### src/rtl/rx_addr_filter.sv
module rx_addr_filter #(
  parameter int unsigned ADDR_BYTES = 6,
  parameter logic [31:0] CRC_POLY   = 32'hEDB88320
) (
  input  logic        clk,
  input  logic        rst_n,
  input  logic        in_valid,
  input  logic        in_sof,
  input  logic        in_eof,
  input  logic [7:0]  in_data,
  input  logic        cfg_rx_en,
  input  logic        cfg_promisc,
  input  logic        cfg_hash_en,
  input  logic [15:0] sta_w0,
  input  logic [15:0] sta_w1,
  input  logic [15:0] sta_w2,
  input  logic [15:0] hash_w0,
  input  logic [15:0] hash_w1,
  input  logic [15:0] hash_w2,
  input  logic [15:0] hash_w3,
  output logic        dec_valid,
  output logic        dec_accept
);
  localparam int unsigned CW = $clog2(ADDR_BYTES + 1);
  localparam logic [CW-1:0] LAST_IDX = CW'(ADDR_BYTES - 1);

  function automatic logic [31:0] crc_step(input logic [31:0] c, input logic [7:0] d);
    logic [31:0] r;
    r = c ^ {24'h0, d};
    for (int b = 0; b < 8; b++) r = r[0] ? ((r >> 1) ^ CRC_POLY) : (r >> 1);
    return r;
  endfunction

  logic          active_q, ex_q, bc_q;
  logic [CW-1:0] cnt_q;
  logic [31:0]   crc_q;

  wire [47:0]   sta_all  = {sta_w0, sta_w1, sta_w2};
  wire [63:0]   hash_all = {hash_w3, hash_w2, hash_w1, hash_w0};

  wire          take     = in_valid & (in_sof | active_q);
  wire [CW-1:0] idx      = in_sof ? '0 : cnt_q;
  wire [7:0]    exp_byte = sta_all[6'd47 - {idx[2:0], 3'b000} -: 8];
  wire          ex_n     = (in_sof | ex_q) & (in_data == exp_byte);
  wire          bc_n     = (in_sof | bc_q) & (in_data == 8'hFF);
  wire [31:0]   crc_n    = crc_step(in_sof ? 32'hFFFF_FFFF : crc_q, in_data);
  wire          last     = take & (idx == LAST_IDX);
  wire          short_end = take & in_eof & ~last;
  wire          hash_hit = hash_all[crc_n[31:26]];
  wire          full_acc = cfg_promisc | ex_n | bc_n | (cfg_hash_en & hash_hit);

  always_ff @(posedge clk) begin
    if (!rst_n) begin
      active_q   <= 1'b0;
      cnt_q      <= '0;
      ex_q       <= 1'b0;
      bc_q       <= 1'b0;
      crc_q      <= 32'hFFFF_FFFF;
      dec_valid  <= 1'b0;
      dec_accept <= 1'b0;
    end else begin
      dec_valid  <= (last | short_end) & cfg_rx_en;
      dec_accept <= last & cfg_rx_en & full_acc;
      if (take) begin
        ex_q     <= ex_n;
        bc_q     <= bc_n;
        crc_q    <= crc_n;
        cnt_q    <= idx + 1'b1;
        active_q <= ~(last | in_eof);
      end
    end
  end
endmodule

### config.mk
export PLATFORM = sky130hd
export DESIGN_NAME = rx_addr_filter
export DESIGN_NICKNAME = d
export VERILOG_FILES = /design/src/rtl/rx_addr_filter.sv
export SDC_FILE = /design/constraint.sdc
export NUM_CORES = 1
export LEC_CHECK = 0
export ABC_CLOCK_PERIOD_IN_PS = 7200
export BUFFER_PORTS_ARGS = -buffer_cell sky130_fd_sc_hd__buf_2
export CAP_MARGIN = 15
export CORE_UTILIZATION = 27
export DETAILED_ROUTE_END_ITERATION = 10
export SETUP_SLACK_MARGIN = 0.1
export SLEW_MARGIN = 20
export SYNTH_ARGS = -nofsm -noshare
export SYNTH_HDL_FRONTEND = slang
export SYNTH_SLANG_ARGS = --single-unit
### constraint.sdc
create_clock -name clk -period 7.2 [get_ports clk]
set_clock_uncertainty 0.2 [all_clocks]
set_input_delay 0.72 -clock clk [delete_from_list [all_inputs] [get_ports clk]]
set_output_delay 0.72 -clock clk [all_outputs]
set_load 0.02 [all_outputs]
Yosys cells after proc, flatten, opt, wreduce, memory -nomap -nowiden
Index checks and enable logic that the tools add are counted.

Flip-flop bits (word level): 40. Input bits: 128. Output and inout port bits: 2. Logic and storage cells: 55.

Add/subtract/negate cells: 2. Magnitude comparators: 1. Equal/unequal tests: 3. Shift operators: 1. Mux-type cells: 12. Bitwise logic cells: 29.

Operators with widths (number): $mux W32 (9); $not A13 Y14 (8); $shiftx A55 B7 Y8 (1); $xor A32 B8 Y32 (1); $and A1 B1 Y1 (10); $eq A8 B8 Y1 (1); $eq A8 B8 Y1 const B (1); $or A1 B1 Y1 (8); $lt A6 B7 Y1 const B (1); $bmux W1 S6 (1); $sub A6 B6 Y6 const A (1); $add A3 B1 Y3 const B (1); $eq A3 B3 Y1 const B (1); $mux W3 (1); $not A1 Y1 (2); $mux W1 (1).

Longest topological paths before layout
Gate-level depths: netlist (run 1).

Depth after elaboration: 23. Mapped depth: 12. Depth with buffers taken out: 11.

Worst setup path after synthesis (run 1)
Ideal clock, no wire load.

Path type: input to register. From: input in_data[1]. To: register dec_accept. Library setup time: 128 ps. Arrival time: 3167 ps. Required time: 6872 ps. Slack: 3705 ps. Stages on the path: 9. Path buffers: 2. Cell sequence: buf_2 > xor2_2 > xnor2_2 > xor3_2 > buf_6 > mux4_2 > a22o_1 > o41ai_2 > o31ai_1.

Cells in the longest elaborated chain, start to end: 14. Elaborated cells between the ends (all ways): 20. Classes of those cells: eq/ne: 2; mux: 10; bitwise: 8.

RTL lines: start, declared (RTL line 10) `input logic [7:0] in_data,`; $xor A32 B8 Y32 (RTL line 29) `r = c ^ {24'h0, d};`; $mux W32 (8 in a row) (RTL line 30) `for (int b = 0; b < 8; b++) r = r[0] ? ((r >> 1) ^ CRC_POLY) : (r >> 1);`; $bmux W1 S6 (RTL line 49) `wire hash_hit = hash_all[crc_n[31:26]];`; $mux W1 (not written as such) (RTL line 49); $and A1 B1 Y1 (RTL line 50) `wire full_acc = cfg_promisc | ex_n | bc_n | (cfg_hash_en & hash_hit);`; $or A1 B1 Y1 (*) (RTL line 50); $and A1 B1 Y1 (*) (RTL line 63) `dec_accept <= last & cfg_rx_en & full_acc;`; end signal, assigned (RTL line 63); end, declared (RTL line 22) `output logic dec_accept`.

Every way passes the cells marked *; elsewhere a longest branch is shown, timed or not. The select of a mux whose other input is x is not followed. A chain may end at the register's enable or synchronous reset.

Worst setup path after layout (run 1)
From: input in_sof. To: register dec_accept.

Cells in the longest elaborated chain, start to end: 19. Elaborated cells between the ends (all ways): 37. Classes of those cells: add/sub: 1; eq/ne: 2; shift: 1; mux: 12; bitwise: 21.

RTL lines: start, declared (RTL line 8) `input logic in_sof,`; $mux W32 (RTL line 46) `wire [31:0] crc_n = crc_step(in_sof ? 32'hFFFF_FFFF : crc_q, in_data);`; $xor A32 B8 Y32 (RTL line 29); $mux W32 (3 in a row) (RTL line 30); $not A13 Y14 (no line); $mux W32 (RTL line 30); $not A13 Y14 (no line); $mux W32 (2 in a row) (RTL line 30); $not A13 Y14 (no line); $mux W32 (RTL line 30); $not A13 Y14 (no line); $mux W32 (RTL line 30); $bmux W1 S6 (RTL line 49); $mux W1 (not written as such) (RTL line 49); $and A1 B1 Y1 (RTL line 50); $or A1 B1 Y1 (RTL line 50); $and A1 B1 Y1 (*) (RTL line 63).

Marks and branches as above.

==> results of run 1 <==
[worst max-delay path, cell delays in order]
cell and delay [ns]:
buf_2 0.32, buf_4 0.39, nor2_1 0.16, xnor2_4 0.27, xnor3_1 0.50, xor3_2 0.70, mux4_2 0.59, a22o_1 0.25
o41ai_2 0.33, o31ai_1 0.13
[worst max path at each step]
| stage | startpoint | to | slack, ns |
|---|---|---|---|
| after floorplan | in_data[1] | dec_accept | 3.71 |
| after global placement | in_sof | dec_accept | 2.55 |
| after detailed placement | in_sof | dec_accept | 2.46 |
| after CTS | in_sof | dec_accept | 2.76 |
| after global routing | in_sof | dec_accept | 2.52 |
| final | in_sof | dec_accept | 2.78 |
[where the power goes]
| part | switching (mW) | internal [mW] |
|---|---|---|
| Clock | 0.0912 | 0.163 |
| Sequential | 0.0243 | 0.244 |
| Combinational | 0.296 | 0.314 |
| Total | 0.412 | 0.721 |
[sequential cells by signal, summed over array words and instances (netlist names)]
signal,count
dec_valid,1
ex_q,1
crc_q,32
bc_q,1
cnt_q,3
dec_accept,1
active_q,1
[area by class of cell]
cell class	instances	area, um^2	area share
multi-input cells	355	2800	0.596
flip-flops and latches	40	801	0.171
clock buffers	6	129	0.0275
repair buffers	132	668	0.142
clock inverters	2	35.0	0.00747
well taps	176	220	0.0470
inverters	11	41.3	0.00880
[cells in the final DEF, fill, tap and decap left out, types with 3 or more instances in the layout]
cell type  instances
a211oi_1           3
a21oi_1           11
a221oi_1           3
a22oi_1            5
buf_2            129
buf_4              3
clkbuf_16          5
dfxtp_1           40
inv_1              9
mux2_2             7
mux2i_1           16
mux4_2            16
nand2_1           52
nand2b_1           4
nand3_1            9
nand3b_1           3
nor2_1            43
nor2b_1            3
nor3_1             4
o211ai_1          31
o21ai_0            8
o22ai_1            4
xnor2_1           81
xnor2_2            3
xor2_1            21
[cell families after synthesis]
family | share of synthesized area
AOI/OAI and AO/OA | 0.155
xor gates and xnor gates | 0.279
adders and majority gates | 0.00660
buffers and inverters | 0.0538
DFF | 0.211
muxes | 0.158
and+or+nand+nor | 0.136
[per-stage QoR]
step / cells / power [mW] / setup WS (ns) / hold slack, ns
4_1_cts: 722 / 1.14 / 2.76 / 0.256
5_1_grt: 722 / 1.21 / 2.52 / 0.294
3_5_place_dp: 714 / 0.884 / 2.46 / 0.248
6_report: 722 / 1.13 / 2.78 / 0.258
3_3_place_gp: 714 / 0.872 / 2.55 / 0.243
2_1_floorplan: 442 / 0.777 / 3.71 / 0.232
[metal layers]
| layer | global-route usage | wire length (um) |
|---|---|---|
| met5 | 0 | 0 |
| met1 | 0.196 | 4840 |
| met3 | 0.0198 | 547 |
| met4 | 0.0409 | 140 |
| met2 | 0.266 | 5290 |
==> summary.txt, run 1 <==
Routing
  • Routed vias/inst: 4.83
  • Post-route ant nets: 0
  • Avg WL per Cell: 15.0 um
  • First drt pass iteration count: 4
  • Via count: 3487
  • DRC errors left: 0
  • Detailed Route Iter0 Violations: 204
  • Wirelength, routed: 10.8 mm

Setup path
  • R2R setup slack: 3.48 ns
  • Type of the worst setup path: in -> reg
  • Crit path DAT: 4.37 ns
  • Worst R2R Path Depth: 8
  • Crit path launch type: input pin
  • Worst R2R Start: crc_q[1]
  • Worst r2r dst: dec_accept
  • Worst path required time: 7.15 ns
  • CP max FO: 29
  • Worst setup EP type: register

Synthesis
  • Top cell type's share of synthesized area: 0.211
  • Main synth FF type: dfxtp_1
  • Gate count of the mapped netlist: 442
  • Dominant cells by area after synthesis: dfxtp_1 (21%), xnor2_1 (19%), mux4_2 (9.5%), o211ai_1 (6.1%), nand2_1 (5.2%)
  • Synth area leader: dfxtp_1
  • Synth warnings: 0
  • Yosys reg bits: 40
  • Number of flops mapped to enable cells by yosys: 0
  • Syn nets: 572
  • Asr flop ratio synth: 0
  • Most frequent cell after synthesis: xnor2_1
  • Synth cell count leaders: xnor2_1 (81), nand2_1 (52), nor2_1 (43), dfxtp_1 (40), o211ai_1 (31)
  • Unique masters post-synth: 48
  • Post-synthesis sequential area ratio: 0.211
  • Cell Area, Synth: 3790 um^2
  • Syn_area_per_cell: 8.57 um^2

GRT
  • Antenna violations before repair: 0
  • Number of global-route vias before repair: 3597
  • Largest net degree at the start of global routing: 67
  • First-pass GRT wire length: 17.4 mm
  • Grt total ovfl: 0
  • GRT Resource Usage Total: 0.152

Clock network
  • Worst-path clk slew: 0.06 ns
  • TritonCTS clock tree: yes
  • Post_cts resized: 0
  • Post-CTS Hold Buffers: 0
  • Number of post-CTS setup repair buffers: 0
  • TritonCTS buffer count: 5
  • Root Driver: clkbuf_16
  • Clock sink count: 40
  • H-tree levels: 2
  • Clock Tree Buf Depth: 2
  • Worst-skew pair later-pin latency: 0.29 ns

Worst hold path
  • Hold Path Cell Cnt: 2
  • HP Class: reg -> reg
  • Worst Hold Endpoint: ex_q
  • Hold path startpoint: ex_q

STA
  • Final worst path period need: 4.42 ns
  • Slew HR: 0.423
  • Final Max Tran Viols: 0
  • Setup TNS: 0 ns
  • Worst slew pin tran: 0.861 ns
  • Fmax: 0.226 GHz
  • RSZ-0062 raised after global routing: no
  • Setup-failing EPs final: 0
  • Endpoints failing hold: 0
  • Tcrit/Tclk final: 0.614

Cells and area
  • Fin util: 0.349
  • Filler cell count: 1462
  • Antenna diodes: 0
  • Share of layout cells above drive strength 1: 0.315
  • Area growth from synthesis to layout: 23.8%
  • Fin nets: 675
  • Design Area, Final: 4690 um^2

Die
  • Initial Util: 0.282
  • Die Y: 120 um
  • Die area: 14500 um^2
  • Width of the die: 120 um
  • Area of the core: 13500 um^2
  • I/O pins: 130
  • Num rows: 42

Run status
  • Status: finished clean

Placement
  • Port buffer count: 129
  • Area post-placement: 4530 um^2
  • Final Wtd Congestion: 0.817
  • Post-DP HPWL: 8.50 mm

Power
  • Max IR drop VDD: 141 uV
  • Leak pwr: 1.99 nW
  • Pwr dens: 241 nW/um^2

Job
  • Maxcap violations: 0
Power figures use the tool's default switching activity.
==> run 2, diff against run 1 <==
--- a/config.mk
+++ b/config.mk
@@ -5,7 +5,7 @@
 export SDC_FILE = /design/constraint.sdc
 export NUM_CORES = 1
 export LEC_CHECK = 0
-export ABC_CLOCK_PERIOD_IN_PS = 7200
+export ABC_CLOCK_PERIOD_IN_PS = 4000
 export BUFFER_PORTS_ARGS = -buffer_cell sky130_fd_sc_hd__buf_2
 export CAP_MARGIN = 15
 export CORE_UTILIZATION = 27
==> constraint.sdc (replaced) <==
create_clock -name clk -period 4 [get_ports clk]
set_clock_uncertainty 0.2 [all_clocks]
set_input_delay 0.4 -clock clk [delete_from_list [all_inputs] [get_ports clk]]
set_output_delay 0.4 -clock clk [all_outputs]
set_load 0.02 [all_outputs]
==> run 2 against run 1 <==
  * Clock-buffer cell count unchanged
  * Combinational power rose by 90%
  * Sequential power increased by 77%
  * Total power grew 80%
  * Flip-flop and latch count is the same
  * Global-route usage increased by 0.40 points
  * Register-to-register slack worse by 2.8 ns
  * Clock power grew 59%
  * First-iteration DRC count rose by 0.98%
  * Worst hold slack got worse by 0.070 ns
  * Setup slack got worse by 2.2 ns
==> summary.txt, run 2 (synthesis gave the netlist of run 1 again) <==
Run status
  • Status: finished clean (unchanged)

Routing
  • Routed vias/inst: 4.91 (was 4.83)
  • Met2 wire length: 5.33 mm (was 5.29 mm)
  • Via count: 3602 (was 3487)
  • Post-route ant nets: 0 (unchanged)
  • Detailed Route Iter0 Violations: 206 (was 204)
  • Wirelength, routed: 11.0 mm (was 10.8 mm)
  • DRC errors left: 0 (unchanged)
  • Avg WL per Cell: 14.9 um (was 15.0 um)
  • Met3 wire length: 615 um (was 547 um)
  • Top sig layer: met4 (unchanged)
  • DRT met1 WL: 4.83 mm (was 4.84 mm)
  • First drt pass iteration count: 4 (unchanged)

Power
  • Max IR drop VDD: 346 uV (was 141 uV)
  • Flop pwr share: 0.233 (was 0.237)
  • NetSw: 752 uW (was 412 uW)
  • Pwr dens: 427 nW/um^2 (was 241 nW/um^2)
  • Switch share: 0.369 (was 0.364)
  • Gate power share: 0.569 (was 0.539)
  • Leak pwr: 2.04 nW (was 1.99 nW)
  • Internal power: 1.28 mW (was 721 uW)
  • Design Power: 2.04 mW (was 1.13 mW)
  • Clock share of power: 0.198 (was 0.225)

Setup path
  • Worst setup EP type: register (unchanged)
  • Critical path buffer and inverter count: 0 (was 2)
  • Crit-path slowest cell: mux4_2 (was xor3_2)
  • Cell Chain, Critical Path: nor2_1, xnor2_4, xnor3_1, xor3_2, mux4_2, a22o_1, o41ai_2, o31ai_1 (was buf_2, buf_4, nor2_1, xnor2_4, xnor3_1, xor3_2, mux4_2, a22o_1, o41ai_2, o31ai_1)
  • Crit path launch type: register (was input pin)
  • Type of the worst setup path: reg -> reg (was in -> reg)
  • Crit path DAT: 3.32 ns (was 4.37 ns)
  • Worst path required time: 3.95 ns (was 7.15 ns)
  • CP max FO: 10 (was 29)
  • Max incr delay on CP: 0.56 ns (was 0.70 ns)
  • Delay-heaviest family, CP: XOR/XNOR gates (unchanged)

Cells and area
  • Most flops, register: crc_q (unchanged)
  • Commonest non-fill, non-tap cell in the layout: buf_2 (unchanged)
  • Fin util: 0.354 (was 0.349)
  • Design Area, Final: 4760 um^2 (was 4690 um^2)
  • Highest-count cells in the layout ignoring fill and taps: buf_2 (129), xnor2_1 (81), nand2_1 (52) (unchanged)
  • Share of layout cells above drive strength 1: 0.332 (was 0.315)
  • Top flop regs: crc_q: 32 flops, cnt_q: 3 flops (unchanged)
  • Post-Layout Cell Count: 734 (was 722)
  • Max reg flops: 32 (unchanged)
  • Area growth from synthesis to layout: 25.8% (was 23.8%)
  • Fin nets: 687 (was 675)
  • Antenna diodes: 0 (unchanged)

STA
  • Final worst path period need: 3.37 ns
  • Fmax: 0.297 GHz
  • Setup TNS: 0 ns (unchanged)
  • Tcrit/Tclk final: 0.842
  • RSZ-0062 raised after global routing: no (unchanged)
  • Endpoints failing hold: 0 (unchanged)
  • Slew HR: 0.515 (was 0.423)
  • Final Max Tran Viols: 0 (unchanged)
  • Worst slew pin tran: 0.722 ns (was 0.861 ns)
  • Setup-failing EPs final: 0 (unchanged)

GRT
  • Grt total ovfl: 0 (unchanged)
  • Antenna violations before repair: 0 (unchanged)
  • GRT Resource Usage Total: 0.156 (was 0.152)
  • Largest net degree at the start of global routing: 48 (was 67)
  • Number of global-route vias before repair: 3649 (was 3597)
  • First-pass GRT wire length: 18.0 mm (was 17.4 mm)

Placement
  • Area post-placement: 4620 um^2 (was 4530 um^2)
  • Port buffer count: 129 (unchanged)
  • Final Wtd Congestion: 0.831 (was 0.817)
  • Placed Cells: 726 (was 714)
  • Post-DP HPWL: 8.67 mm (was 8.50 mm)

Die
  • Initial Util: 0.282 (unchanged)
  • Area of the core: 13500 um^2 (unchanged)
  • I/O pins: 130 (unchanged)
  • Num rows: 42 (unchanged)
  • Die area: 14500 um^2 (unchanged)
  • Width of the die: 120 um (unchanged)
  • Die Y: 120 um (unchanged)

Clock network
  • Root Driver: clkbuf_16 (unchanged)
  • TritonCTS buffer count: 5 (unchanged)
  • Post-CTS Hold Buffers: 0 (unchanged)
  • H-tree levels: 2 (unchanged)
  • Clock Tree Buf Depth: 2 (unchanged)
  • Number of post-CTS setup repair buffers: 0 (unchanged)
  • TritonCTS clock tree: yes (unchanged)
  • Post_cts resized: 0 (unchanged)
  • Worst-skew pair later-pin latency: 0.28 ns (was 0.29 ns)
  • Clock sink count: 40 (unchanged)
  • Worst-path clk slew: 0.06 ns (about the same)

Job
  • Maxcap violations: 0 (unchanged)

Worst hold path
  • HP Class: in -> reg (was reg -> reg)
## run 2: cell count changes in the layout (fill, tap and decap cells not counted)
cell / previous run / this run
clkinv_2: 1 / 2
clkbuf_1: 1 / 0
buf_4: 3 / 15
clkbuf_8: 0 / 1
bufinv_16: 1 / 0
## run 2: cell type report
class / count / area [um^2]
clock buffer: 6 / 139
inverter: 11 / 41.3
sequential: 40 / 801
clock inverter: 2 / 10.0
fill: 1427 / 8690
timing repair buffer: 144 / 758
multi-input combinational: 355 / 2800
tap: 176 / 220
## run 2: stage by stage
step,hold WS (ns),worst slack (ns)
floorplan,0.232,0.825
global placement,0.242,0.461
detailed placement,0.251,0.420
CTS,0.185,0.578
global route,0.223,0.401
finish,0.188,0.631
## run 2: metal layers
layer	track usage	vias to the layer above
met2	0.276	146
met3	0.0137	11
met5	0	-
met1	0.200	1673
li1	-	1772
met4	0.0478	0
## run 2: power by group through the flow
stage	registers, mW	clock network [mW]	logic, mW
after floorplan	0.465	0	0.934
after global placement	0.481	0	1.13
after detailed placement	0.483	0	1.16
after CTS	0.474	0.411	1.17
after global routing	0.479	0.427	1.27
final	0.474	0.404	1.16
## run 2: final timing paths
check,from,endpoint,slack (ns),cells past startpoint
max,crc_q[2],dec_accept,0.63,8
min,cfg_rx_en,dec_valid,0.19,3
max reg2reg,crc_q[2],dec_accept,0.63,8
min reg2reg,bc_q,bc_q,0.26,2
## run 2: worst register-to-register path, stage by stage, from the launching register on
cell and delay, ns:
dfxtp_1 0.31, nor2_1 0.27, xnor2_4 0.22, xnor3_1 0.50
xor3_2 0.47, mux4_2 0.57, a22o_1 0.25, o41ai_2 0.32
o31ai_1 0.12
==> run 3, diff against run 2 <==
--- a/config.mk
+++ b/config.mk
@@ -5,7 +5,7 @@
 export SDC_FILE = /design/constraint.sdc
 export NUM_CORES = 1
 export LEC_CHECK = 0
-export ABC_CLOCK_PERIOD_IN_PS = 4000
+export ABC_CLOCK_PERIOD_IN_PS = 3400
 export BUFFER_PORTS_ARGS = -buffer_cell sky130_fd_sc_hd__buf_2
 export CAP_MARGIN = 15
 export CORE_UTILIZATION = 27
==> constraint.sdc (replaced) <==
create_clock -name clk -period 3.4 [get_ports clk]
set_clock_uncertainty 0.2 [all_clocks]
set_input_delay 0.34 -clock clk [delete_from_list [all_inputs] [get_ports clk]]
set_output_delay 0.34 -clock clk [all_outputs]
set_load 0.02 [all_outputs]
==> run 3 against run 2 <==
  * Core utilization is 1.3 points higher
  * Wire length is 1.5% higher
  * Register-to-register slack worse by 0.37 ns
  * Clock-buffer cell count is 1 lower
  * Sequential share of layout area is 0.58 points lower
  * Sequential power is 16% higher
  * Worst hold slack worse by 0.061 ns
  * Clock power is 33% higher
  * Total power is 25% higher
  * Non-clock buffer count is 20 higher
  * Combinational power is 26% higher
  * Critical path type unchanged
  * Largest power group unchanged
  * Highest routed layer unchanged
==> summary.txt, run 3 (synthesis gave the netlist of run 1 again) <==
Setup path
  • Type of the worst setup path: reg -> reg (unchanged)
  • Critical path buffer and inverter count: 1 (was 0)
  • Max incr delay on CP: 0.48 ns (was 0.56 ns)
  • CP max FO: 7 (was 10)
  • Delay-heaviest family, CP: XOR/XNOR gates (unchanged)
  • Worst path required time: 3.35 ns (was 3.95 ns)
  • Crit path DAT: 3.09 ns (was 3.32 ns)
  • Cell Chain, Critical Path: nor2_2, xnor2_4, xnor3_1, xor3_2, buf_4, mux4_2, a22o_1, o41ai_2, o31ai_1 (was nor2_1, xnor2_4, xnor3_1, xor3_2, mux4_2, a22o_1, o41ai_2, o31ai_1)
  • Crit path launch type: register (unchanged)
  • Worst setup EP type: register (unchanged)
  • Crit-path slowest cell: xnor3_1 (was mux4_2)

Clock network
  • Root Driver: clkbuf_16 (unchanged)
  • Clock sink count: 40 (unchanged)
  • TritonCTS buffer count: 5 (unchanged)
  • H-tree levels: 2 (unchanged)
  • Worst-skew pair later-pin latency: 0.28 ns (about the same)
  • Worst-path clk slew: 0.06 ns (about the same)
  • Post-CTS Hold Buffers: 0 (unchanged)
  • Clock Tree Buf Depth: 2 (unchanged)
  • TritonCTS clock tree: yes (unchanged)

GRT
  • Antenna violations before repair: 0 (unchanged)
  • Largest net degree at the start of global routing: 67 (was 48)
  • GRT Resource Usage Total: 0.157 (was 0.156)
  • Number of global-route vias before repair: 3686 (was 3649)
  • Grt total ovfl: 0 (unchanged)
  • First-pass GRT wire length: 18.2 mm (was 18.0 mm)

Placement
  • Placed Cells: 743 (was 726)
  • DP Worst Slack: 0.0152 ns (was 0.420 ns)
  • Post-DP HPWL: 8.91 mm (was 8.67 mm)
  • Final Wtd Congestion: 0.839 (was 0.831)
  • Area post-placement: 4740 um^2 (was 4620 um^2)
  • Port buffer count: 129 (unchanged)

Die
  • I/O pins: 130 (unchanged)
  • Die Y: 120 um (unchanged)
  • Initial Util: 0.282 (unchanged)
  • Area of the core: 13500 um^2 (unchanged)
  • Width of the die: 120 um (unchanged)
  • Die area: 14500 um^2 (unchanged)
  • Num rows: 42 (unchanged)

Routing
  • DRC errors left: 0 (unchanged)
  • Routed vias/inst: 4.85 (was 4.91)
  • First drt pass iteration count: 4 (unchanged)
  • Post-route ant nets: 0 (unchanged)
  • Wirelength, routed: 11.1 mm (was 11.0 mm)
  • Via count: 3655 (was 3602)
  • Avg WL per Cell: 14.8 um (was 14.9 um)
  • Detailed Route Iter0 Violations: 163 (was 206)

STA
  • Setup-failing EPs final: 0 (unchanged)
  • Setup TNS: 0 ns (unchanged)
  • Fmax: 0.319 GHz (was 0.297 GHz)
  • RSZ-0062 raised after global routing: no (unchanged)
  • Tcrit/Tclk final: 0.922 (was 0.842)
  • Worst slew pin tran: 0.687 ns (was 0.722 ns)
  • Endpoints failing hold: 0 (unchanged)
  • Final Max Tran Viols: 0 (unchanged)
  • Final worst path period need: 3.14 ns (was 3.37 ns)
  • Final worst slack: 0.264 ns (was 0.631 ns)
  • Slew HR: 0.542 (was 0.515)

Power
  • Flop pwr share: 0.216 (was 0.233)
  • Pwr dens: 516 nW/um^2 (was 427 nW/um^2)
  • Internal power: 1.64 mW (was 1.28 mW)
  • Clock share of power: 0.211 (was 0.198)
  • Switch share: 0.357 (was 0.369)
  • Max IR drop VDD: 372 uV (was 346 uV)
  • Leak pwr: 2.14 nW (was 2.04 nW)
  • Gate power share: 0.574 (was 0.569)
  • NetSw: 909 uW (was 752 uW)

Run status
  • Status: finished clean (unchanged)

Cells and area
  • Max reg flops: 32 (unchanged)
  • Design Area, Final: 4940 um^2 (was 4760 um^2)
  • Antenna diodes: 0 (unchanged)
  • Fin nets: 707 (was 687)
  • Highest-count cells in the layout ignoring fill and taps: buf_2 (129), xnor2_1 (81), nand2_1 (52) (unchanged)
  • Fin util: 0.367 (was 0.354)
  • Area growth from synthesis to layout: 30.3% (was 25.8%)
  • Top flop regs: crc_q: 32 flops, cnt_q: 3 flops (unchanged)
  • Most flops, register: crc_q (unchanged)
  • Share of layout cells above drive strength 1: 0.356 (was 0.332)
  • Commonest non-fill, non-tap cell in the layout: buf_2 (unchanged)
  • Post-Layout Cell Count: 754 (was 734)

Job
  • Maxcap violations: 0 (unchanged)

Worst hold path
  • HP Class: in -> reg (unchanged)
run 3: area by class of cell:
cell class              instances  area (um^2)
fillers                      1405         8520
multi-input cells             355         2800
repair buffers                164          908
flip-flops and latches         40          801
well taps                     176          220
clock buffers                   5          125
clock inverters                 3         42.5
inverters                      11         41.3
run 3: per-layer routing:
layer,global-route usage,wire (um),up-vias
met5,0,0,-
met4,0.0540,219,0
met3,0.0198,629,13
met2,0.267,5360,134
met1,0.205,4930,1702
li1,-,-,1806
run 3: what timing repair did:
item	4_1_cts	5_1_grt
setup endpoints to repair	0	1
resized for setup	0	1
buffers inserted	0	3
run 3: final timing paths:
path             start    endpoint  cells after the start  slack, ns
min          cfg_rx_en   dec_valid                      3       0.13
min reg2reg       ex_q        ex_q                      2       0.25
max reg2reg   crc_q[2]  dec_accept                      9       0.26
max           crc_q[2]  dec_accept                      9       0.26
run 3: worst min-delay path: stages:
cell and delay, ns:
buf_2 0.10, nand3_1 0.08, nor2b_1 0.05
run 3: power by group through the flow:
stage	clock network [mW]	logic, mW	registers, mW
6_report	0.537	1.46	0.549
4_1_cts	0.550	1.43	0.549
3_3_place_gp	0	1.39	0.557
3_5_place_dp	0	1.43	0.559
2_1_floorplan	0	1.10	0.547
5_1_grt	0.571	1.59	0.556
run 3: stage by stage:
step	power, mW	hold WS (ns)
floorplan	1.65	0.232
finish	2.55	0.127
global route	2.71	0.145
detailed placement	1.99	0.243
CTS	2.53	0.127
global placement	1.95	0.242
